--- config.mk ---
export PLATFORM = sky130hd
export DESIGN_NAME = quad_strobe_counter
export DESIGN_NICKNAME = d
export VERILOG_FILES = /design/src/rtl/qsc_pkg.sv /design/src/rtl/qsc_sync.sv /design/src/rtl/qsc_change.sv /design/src/rtl/qsc_timer.sv /design/src/rtl/qsc_dir.sv /design/src/rtl/qsc_count.sv /design/src/rtl/quad_strobe_counter.sv
export SDC_FILE = /design/constraint.sdc
export NUM_CORES = 1
export LEC_CHECK = 0
export ABC_CLOCK_PERIOD_IN_PS = 3750
export BUFFER_PORTS_ARGS = -buffer_cell sky130_fd_sc_hd__buf_2
export CAP_MARGIN = 20
export CORE_MARGIN = 1
export CORE_UTILIZATION = 44
export CTS_CLUSTER_SIZE = 10
export DETAILED_ROUTE_END_ITERATION = 8
export PLACE_DENSITY_LB_ADDON = 0.2
export SETUP_SLACK_MARGIN = 0.2
export SYNTH_ARGS = -nofsm -noshare
export SYNTH_HDL_FRONTEND = slang
export SYNTH_SLANG_ARGS = --single-unit
--- constraint.sdc ---
create_clock -name clk -period 3.75 [get_ports clk]
set_input_delay 0 -clock clk [delete_from_list [all_inputs] [get_ports clk]]
set_output_delay 0 -clock clk [all_outputs]
set_load 0.01 [all_outputs]
--- src/rtl/qsc_pkg.sv ---
package qsc_pkg;

   // One sample of both encoder phases; a is the upper bit.
   typedef struct packed {
      logic a;
      logic b;
   } qsc_ab_t;

   // Bits needed to hold a down-counter that starts at span.
   function automatic int unsigned qsc_tmr_w(input int unsigned span);
      return (span < 2) ? 1 : $clog2(span + 1);
   endfunction

endpackage

--- src/rtl/qsc_sync.sv ---
module qsc_sync
   import qsc_pkg::*;
#(
   parameter int unsigned STAGES = 2
) (
   input  logic    clk,
   input  logic    rst,
   input  qsc_ab_t raw,
   output qsc_ab_t synced
);

   qsc_ab_t [STAGES-1:0] pipe;

   generate
      for (genvar i = 0; i < STAGES; i++) begin : g_stage
         if (i == 0) begin : g_first
            always_ff @(posedge clk) begin
               if (rst) pipe[0] <= '0;
               else     pipe[0] <= raw;
            end
         end else begin : g_next
            always_ff @(posedge clk) begin
               if (rst) pipe[i] <= '0;
               else     pipe[i] <= pipe[i-1];
            end
         end
      end
   endgenerate

   assign synced = pipe[STAGES-1];

endmodule

--- src/rtl/qsc_change.sv ---
module qsc_change
   import qsc_pkg::*;
(
   input  logic    clk,
   input  logic    rst,
   input  qsc_ab_t cur,
   output logic    single_chg,
   output logic    dual_chg,
   output logic    a_after,
   output logic    b_before
);

   qsc_ab_t prev;
   logic    par_cur;
   logic    par_prev;

   always_ff @(posedge clk) begin
      if (rst) prev <= '0;
      else     prev <= cur;
   end

   // Parity flips on a one-phase change and holds on a two-phase change.
   assign par_cur    = cur.a ^ cur.b;
   assign par_prev   = prev.a ^ prev.b;
   assign single_chg = par_cur ^ par_prev;
   assign dual_chg   = (cur.a ^ prev.a) & (cur.b ^ prev.b);
   assign a_after    = cur.a;
   assign b_before   = prev.b;

endmodule

--- src/rtl/qsc_timer.sv ---
module qsc_timer
   import qsc_pkg::*;
#(
   parameter int unsigned STB_W = 4
) (
   input  logic clk,
   input  logic rst,
   input  logic start_req,
   output logic accept,
   output logic busy,
   output logic strobe_n,
   output logic commit
);

   localparam int unsigned HOLD_W = 2 * STB_W;
   localparam int unsigned TW     = qsc_tmr_w(HOLD_W);

   logic [TW-1:0] stb_left;
   logic [TW-1:0] hold_left;

   assign busy     = (hold_left != '0);
   assign accept   = start_req & ~busy;
   assign strobe_n = (stb_left == '0);
   assign commit   = (stb_left == TW'(1));

   always_ff @(posedge clk) begin
      if (rst) begin
         stb_left  <= '0;
         hold_left <= '0;
      end else if (accept) begin
         stb_left  <= TW'(STB_W);
         hold_left <= TW'(HOLD_W);
      end else begin
         if (stb_left != '0)  stb_left  <= stb_left - TW'(1);
         if (hold_left != '0) hold_left <= hold_left - TW'(1);
      end
   end

endmodule

--- src/rtl/qsc_dir.sv ---
module qsc_dir (
   input  logic clk,
   input  logic rst,
   input  logic load,
   input  logic a_after,
   input  logic b_before,
   output logic dir_up
);

   logic a_cap;
   logic b_hold;

   always_ff @(posedge clk) begin
      if (rst) begin
         a_cap  <= 1'b0;
         b_hold <= 1'b0;
      end else if (load) begin
         a_cap  <= a_after;
         b_hold <= b_before;
      end
   end

   assign dir_up = ~(a_cap ^ b_hold);

endmodule

--- src/rtl/qsc_count.sv ---
module qsc_count #(
   parameter int unsigned CNT_W = 16
) (
   input  logic                    clk,
   input  logic                    rst,
   input  logic                    commit,
   input  logic                    dir_up,
   output logic signed [CNT_W-1:0] count
);

   localparam logic signed [CNT_W-1:0] STEP = CNT_W'(1);

   always_ff @(posedge clk) begin
      if (rst)         count <= '0;
      else if (commit) count <= dir_up ? count + STEP : count - STEP;
   end

endmodule

--- src/rtl/quad_strobe_counter.sv ---
module quad_strobe_counter
   import qsc_pkg::*;
#(
   parameter int unsigned CNT_W       = 16,
   parameter int unsigned STB_W       = 4,
   parameter int unsigned SYNC_STAGES = 2
) (
   input  logic                    clk,
   input  logic                    rst,
   input  logic                    enc_a,
   input  logic                    enc_b,
   output logic signed [CNT_W-1:0] pos_count,
   output logic                    dir_up,
   output logic                    cnt_strobe_n,
   output logic                    err_flag
);

   generate
      if (CNT_W < 2) begin : g_bad_cnt
         $error("quad_strobe_counter: CNT_W must be at least 2");
      end
      if (STB_W < 1) begin : g_bad_stb
         $error("quad_strobe_counter: STB_W must be at least 1");
      end
      if (SYNC_STAGES < 2) begin : g_bad_sync
         $error("quad_strobe_counter: SYNC_STAGES must be at least 2");
      end
   endgenerate

   qsc_ab_t raw_ab;
   qsc_ab_t sync_ab;
   logic    single_chg;
   logic    dual_chg;
   logic    a_after;
   logic    b_before;
   logic    accept;
   logic    busy;
   logic    commit;

   assign raw_ab.a = enc_a;
   assign raw_ab.b = enc_b;

   qsc_sync #(.STAGES(SYNC_STAGES)) u_sync (
      .clk    (clk),
      .rst    (rst),
      .raw    (raw_ab),
      .synced (sync_ab)
   );

   qsc_change u_change (
      .clk        (clk),
      .rst        (rst),
      .cur        (sync_ab),
      .single_chg (single_chg),
      .dual_chg   (dual_chg),
      .a_after    (a_after),
      .b_before   (b_before)
   );

   qsc_timer #(.STB_W(STB_W)) u_timer (
      .clk       (clk),
      .rst       (rst),
      .start_req (single_chg),
      .accept    (accept),
      .busy      (busy),
      .strobe_n  (cnt_strobe_n),
      .commit    (commit)
   );

   qsc_dir u_dir (
      .clk      (clk),
      .rst      (rst),
      .load     (accept),
      .a_after  (a_after),
      .b_before (b_before),
      .dir_up   (dir_up)
   );

   qsc_count #(.CNT_W(CNT_W)) u_count (
      .clk    (clk),
      .rst    (rst),
      .commit (commit),
      .dir_up (dir_up),
      .count  (pos_count)
   );

   always_ff @(posedge clk) begin
      if (rst) err_flag <= 1'b0;
      else     err_flag <= err_flag | dual_chg | (single_chg & busy);
   end

endmodule

==> impl_metrics.json, run 1 <==
{
  "status": "complete, no violations",
  "ys_warn_count": 0,
  "r2r-start": "u_dir.a_cap",
  "postLayoutCoreUtil": 0.518,
  "cp.depth": 9,
  "syn-cell-area_mm2": 0.00200,
  "ys_seq_area_frac": 0.330,
  "final.min_clock_period_ps": 2840,
  "yosysUniqueCellTypes": 42,
  "layout-drive-gt1-share": 0.140,
  "start_kind": "flip-flop",
  "hold_viol_final": 0,
  "synth_compound_area_frac": 0.195,
  "r2r-end": "u_count.count[10]",
  "setup_viol": 0,
  "fp-row-count": 24,
  "final_cells": 316,
  "cp-startpoint": "u_dir.a_cap",
  "crit_required_ps": 3990,
  "synth_fa_ha_area_frac": 0.129,
  "ff2ff_setup_slack_ps": 910,
  "die_w_um": 69.4,
  "power_density_mw_per_mm2": 605,
  "die_h_um": 69.4,
  "cts_max_path_buffers": 2,
  "crit_buf_inv": 1,
  "placedCellCount": 306,
  "power.total_mw": 1.36,
  "htree_levels": 2,
  "core_area_mm2": 0.00435,
  "grt.overflow.total": 0,
  "grtUsageTotal": 0.192,
  "clock_skew_ps": 6.94,
  "cts_tree": "built",
  "synth_top_family_by_area": "simple AND/OR/NAND/NOR gates",
  "gp_congestion": 0.839,
  "wl_um": 4040,
  "crit_fanout": 9,
  "maxSlewViolCount": 0,
  "cts_sinks": 33,
  "grt_antenna_before_repair": 0,
  "ys_ff_latch": 33,
  "dpl_cell_area_mm2": 0.00215,
  "worstMarginPinSlew_ps": 751,
  "pre_cts_slack_ps": 908,
  "drv_cap": 0,
  "first_pass_iters": 5,
  "vdd_drop_max_uv": 317,
  "num_antenna_cells": 0,
  "arrival_ps": 3080,
  "syn_nets": 264,
  "portBuffers": 22,
  "avgSynthCellArea_um2": 8.34,
  "whs_ps": 163,
  "ant_nets": 0,
  "drc_errors": 0,
  "synthXorXnorAreaFrac": 0.0788,
  "relSlewSlack": 0.498,
  "fin_nets": 287,
  "post_cts_resized": 0,
  "min_from": "rst",
  "grt_pass1_wl_um": 7330,
  "grt_pass1_vias": 1609,
  "cts-root-buf": "clkbuf_8",
  "vias": 1710,
  "start_util": 0.459,
  "layout_setup_ws_ps": 908,
  "synthMuxAreaShare": 0.0206,
  "grt_max_degree": 33,
  "max_freq_mhz": 352,
  "io_pins": 23,
  "rsz0062_at_grt": "no",
  "first_iter_violations": 71,
  "yosys.area_share.simple": 0.210,
  "endpoint": "u_count.count[10]",
  "cp_top_family": "simple AND/OR/NAND/NOR gates",
  "wl_per_cell_um": 12.8,
  "die_area_mm2": 0.00482,
  "avgViaCountPerCell": 5.41,
  "crit_chain": "xor2_1 > inv_1 > fa_1 > and2b_2 > o2111ai_2 > a21oi_2 > a31oi_1 > or4_1 > nand3_1",
  "insertion_delay_ps": 300,
  "clk_pin_slew_ps": 70,
  "min_path_type": "in2reg",
  "setup.worst_path.class": "reg2reg",
  "finalSetupTns_ps": 0,
  "area_growth_pct": 12.6,
  "synth_cells": 240,
  "numCtsBuffers": 5,
  "worst_path_largest_cell_delay_ps": 610,
  "fin_area_mm2": 0.00225,
  "dp_hpwl_um": 2870,
  "rr_worst_depth": 9,
  "cp-end-kind": "flip-flop",
  "p_leak_nw": 1.01,
  "finalCritPeriodShare": 0.758,
  "crit_slowest_cell": "xor2_1",
  "postCtsSetupBuffers": 0
}
layer usage:
metal  vias to the layer above  share of wire  global-route usage
met3                         6          0.043              0.0669
met2                        24           0.44               0.298
li1                        890              -                   -
met4                         0          0.015              0.0680
met1                       790           0.50               0.246
met5                         -              0                   0
worst reg2reg max path: cells and delay by family, from the launching register on:
| kind | cells | cell delay [ps] |
|---|---|---|
| DFF | 1 | 340 |
| and+or+nand+nor | 3 | 740 |
| buffers and inverters | 1 | 160 |
| adders and majority gates | 1 | 410 |
| xor gates and xnor gates | 1 | 610 |
| AOI/OAI and AO/OA | 3 | 530 |
final cells by class:
| class | instances | area (µm²) |
|---|---|---|
| multi-input combinational | 188 | 1270 |
| fill | 418 | 2100 |
| clock inverter | 3 | 17.5 |
| clock buffer | 5 | 68.8 |
| inverter | 10 | 37.5 |
| sequential | 33 | 661 |
| timing repair buffer | 25 | 138 |
| tap | 52 | 65.1 |
power by group:
group,internal [mW],total [mW],switching [mW],leakage (nW)
Clock,0.128,0.272,0.144,0.0439
Combinational,0.244,0.610,0.366,0.694
Sequential,0.421,0.481,0.0600,0.270
cell usage after synthesis:
cell | instances | area [µm²]
a2111oi_0 | 1 | 8.76
a211oi_1 | 6 | 45.0
a21boi_2 | 1 | 11.3
a21o_1 | 4 | 30.0
a21oi_1 | 24 | 120
a21oi_2 | 1 | 8.76
a311oi_1 | 2 | 17.5
a31oi_1 | 2 | 12.5
and2_1 | 3 | 18.8
and2b_1 | 1 | 7.51
and2b_2 | 1 | 8.76
and3_1 | 3 | 18.8
buf_2 | 2 | 10.0
clkbuf_1 | 7 | 26.3
dfxtp_1 | 33 | 661
fa_1 | 1 | 20.0
ha_1 | 19 | 238
inv_1 | 10 | 37.5
mux2_2 | 1 | 11.3
mux2i_1 | 3 | 30.0
nand2_1 | 25 | 93.8
nand2b_1 | 3 | 18.8
nand3_1 | 5 | 25.0
nand3b_1 | 3 | 22.5
nand4_1 | 3 | 18.8
nand4b_1 | 1 | 8.76
nor2_1 | 20 | 75.1
nor2b_1 | 7 | 43.8
nor3_1 | 6 | 30.0
nor3b_1 | 2 | 15.0
o2111ai_2 | 1 | 15.0
o211ai_1 | 2 | 15.0
o21a_1 | 1 | 7.51
o21ai_0 | 9 | 45.0
o21ai_1 | 1 | 5.00
o21bai_1 | 4 | 30.0
o21bai_2 | 1 | 11.3
o31ai_1 | 1 | 7.51
or3_1 | 1 | 6.26
or4_1 | 1 | 7.51
xnor2_1 | 13 | 114
xor2_1 | 5 | 43.8
how the worst min path moves through the flow:
| stage | to | slack [ps] | depth (start not counted) |
|---|---|---|---|
| after global placement | u_sync.pipe[0] | 210 | 2 |
| after floorplan | u_sync.pipe[0] | 130 | 1 |
| after CTS | u_count.count[2] | 160 | 2 |
| after detailed placement | u_sync.pipe[1] | 220 | 2 |
| after global routing | u_sync.synced[1] | 210 | 2 |
| final | u_count.count[2] | 160 | 2 |
logic make-up after synthesis:
group / after synthesis
flip-flops: 33
multiplexers: 4
AO/OA/AOI/OAI: 61
XOR/XNOR: 18
adder cells (fa/ha/maj): 20
AND/OR/NAND/NOR: 85
buffers and inverters: 19
flip-flops by register name (all words and copies together) (netlist names):
register	flops
err_flag	1
u_dir.a_cap	1
u_sync.synced	2
u_timer.hold_left	4
u_count.count	16
u_dir.b_hold	1
u_sync.pipe	2
u_change.b_before	1
u_change.prev	1
u_timer.stb_left	4
layout by cell type, fill, tap and decap left out, types with 2 or more instances in the layout:
master and count:
a311oi_1 2, buf_2 22, and3_1 3, clkinv_2 2, nor3_1 6, nor2b_1 7, o21bai_1 4, xnor2_1 13
nand2_1 25, inv_1 10, nand3b_1 3, o21ai_0 9, o211ai_1 2, a211oi_1 6, a31oi_1 2, nand4_1 3
ha_1 19, dlygate4sd3_1 2, nand2b_1 3, a21oi_1 24, mux2i_1 3, nand3_1 5, and2_1 3, nor2_1 20
clkbuf_8 5, xor2_1 5, nor3b_1 2, a21o_1 4, dfxtp_1 33
repair_timing:
action                                  4_1_cts  5_1_grt
hold buffers                                  2        0
hold endpoints to repair                      2        0
endpoints found under the setup margin        0        0
Note: power is estimated with default switching activity, not from simulation.
==> run 2, diff against run 1 <==
ABC_CLOCK_PERIOD_IN_PS = 2300   (was 3750)
clock period = 2.3 ns   (was 3.75 ns; I/O delays follow)
==> run 2 against run 1 <==
The run now ends with setup timing left. Non-clock buffer count up 20. Global-route usage down 0.17 points. Sequential share of layout area down 3.7 points. Largest cell class unchanged.
==> impl_metrics.json, run 2 (synthesis gave the netlist of run 1 again) <==
{
  "status": "finished with violations",
  "violations": "setup timing",
  "maxSlewViolCount": 0,
  "die_w_um": 69.4,
  "crit_slowest_cell": "or4_1",
  "grt_pass1_wl_um": 7440,
  "portBuffers": 22,
  "min_from": "rst",
  "avgViaCountPerCell": 5.33,
  "first_iter_violations": 44,
  "r2r-start": "u_dir.a_cap",
  "r2r-end": "u_count.count[10]",
  "grt_antenna_before_repair": 0,
  "start_util": 0.459,
  "insertion_delay_ps": 290,
  "final.min_clock_period_ps": 2340,
  "cts_sinks": 33,
  "fillers": 372,
  "whs_ps": 206,
  "layout-drive-gt1-share": 0.285,
  "numCtsBuffers": 5,
  "grtUsageTotal": 0.190,
  "largest_reg_flops": 16,
  "core_area_mm2": 0.00435,
  "setup_viol": 1,
  "setup.worst_path.class": "reg2reg",
  "rr_worst_depth": 10,
  "cp-end-kind": "flip-flop",
  "cts-root-buf": "clkbuf_8",
  "max_freq_mhz": 427,
  "clock_skew_ps": 6.99,
  "htree_levels": 2,
  "drv_cap": 0,
  "whs_endpoint": "u_count.count[0]",
  "power_density_mw_per_mm2": 954,
  "rsz0062_at_grt": "yes",
  "finalCritPeriodShare": 1.02,
  "layout_common_cells": "dfxtp_1, nand2_1, buf_2",
  "arrival_ps": 2580,
  "regMostFlops": "u_count.count",
  "layout_setup_ws_ps": -44.4,
  "vias": 1792,
  "path_common_cell": "buf_4",
  "cts_tree": "built",
  "drc_errors": 0,
  "clk_pin_slew_ps": 80,
  "p_leak_nw": 1.10,
  "top_regs": "u_count.count: 16 flops, u_timer.hold_left: 4 flops, u_timer.stb_left: 4 flops",
  "hold_depth": 2,
  "gp_congestion": 0.798,
  "cts_max_path_buffers": 2,
  "start_kind": "flip-flop",
  "fp-row-count": 24,
  "dp_hpwl_um": 2990,
  "grt_pass1_vias": 1675,
  "crit_chain": "xor2_4 > buf_4 > buf_6 > ha_1 > buf_4 > nand2_1 > o21bai_2 > a31oi_1 > or4_1 > nand3_1",
  "worstMarginPinSlew_ps": 616,
  "area_growth_pct": 30.3,
  "io_pins": 23,
  "relSlewSlack": 0.588,
  "ant_nets": 0,
  "min_path_type": "in2reg",
  "fin_nets": 307,
  "vdd_drop_max_uv": 524,
  "power.total_mw": 2.49,
  "die_h_um": 69.4,
  "grt_max_degree": 33,
  "worst_path_largest_cell_delay_ps": 530,
  "crit_fanout": 8,
  "die_area_mm2": 0.00482,
  "wl_um": 4570,
  "grt.overflow.total": 0,
  "hold_viol_final": 0,
  "ff2ff_setup_slack_ps": -40,
  "final_common_cell": "dfxtp_1",
  "wl_per_cell_um": 13.6,
  "first_pass_iters": 4,
  "num_antenna_cells": 0,
  "crit_required_ps": 2540
}
==> run 2: cell count changes in the layout (fill, tap and decap cells not counted), moves of 4 or more <==
cell     delta
a21oi_2     +4
buf_4      +16
o21ai_0     -4
ha_4        +6
ha_1        -8
a21oi_1     -4
o21ai_1     +4
buf_6       +4
==> run 2: cell type report <==
class	instances	area (µm²)	area share
Inverter	10	37.5	0.0144
Clock buffer	5	68.8	0.0264
Sequential cell	33	668	0.256
Timing Repair Buffer	45	303	0.116
Clock inverter	3	22.5	0.00864
Tap cell	52	65.1	0.0250
Multi-Input combinational cell	188	1440	0.553
==> run 2: through the flow <==
stage	cells	TNS [ps]	setup WS, ps	instance area (µm²)	utilization
6_report	336	-44.4	-44.4	2610	0.599
5_1_grt	336	-247	-114	2610	0.599
4_1_cts	331	0	33.1	2430	0.557
3_5_place_dp	317	0	10.5	2260	0.518
3_3_place_gp	317	0	72.2	2260	0.518
2_1_floorplan	240	-47.3	-47.3	2030	-
==> run 2: per-layer routing <==
metal / global-route usage / wire (µm) / vias to the layer above
met5: 0 / 0 / -
met4: 0.0612 / 55 / 0
met3: 0.0494 / 160 / 7
met2: 0.315 / 2140 / 30
met1: 0.240 / 2210 / 831
li1: - / - / 924
==> run 2: worst max path at each step <==
stage | from | end | cells after the start
after detailed placement | u_dir.a_cap | u_count.count[14] | 9
after global routing | u_dir.a_cap | u_count.count[10] | 10
after CTS | u_dir.b_hold | u_count.count[10] | 9
after global placement | u_dir.a_cap | u_count.count[13] | 8
after floorplan | u_dir.a_cap | u_count.count[10] | 9
final | u_dir.a_cap | u_count.count[10] | 10
==> run 2: critical path, delay by kind of cell, from the launching register on <==
family                   cells  cell delay (ps)
adder cells (fa/ha/maj)      1              300
AO/OA/AOI/OAI                2              250
flip-flops                   1              370
AND/OR/NAND/NOR              3              720
XOR/XNOR                     1              190
buffers and inverters        3              460
==> run 2: repair_timing <==
action	4_1_cts	5_1_grt
hold endpoints to repair	2	0
gates resized for setup	6	28
setup buffers	4	5
pin swaps	3	17
cloned	0	0
hold buffers	2	0
endpoints found under the setup margin	8	11
==> run 2: report_power, final <==
| group | internal [mW] | leakage, nW | switching, mW |
|---|---|---|---|
| clock | 0.212 | 0.0364 | 0.243 |
| sequential | 0.688 | 0.271 | 0.113 |
| combinational | 0.558 | 0.790 | 0.671 |
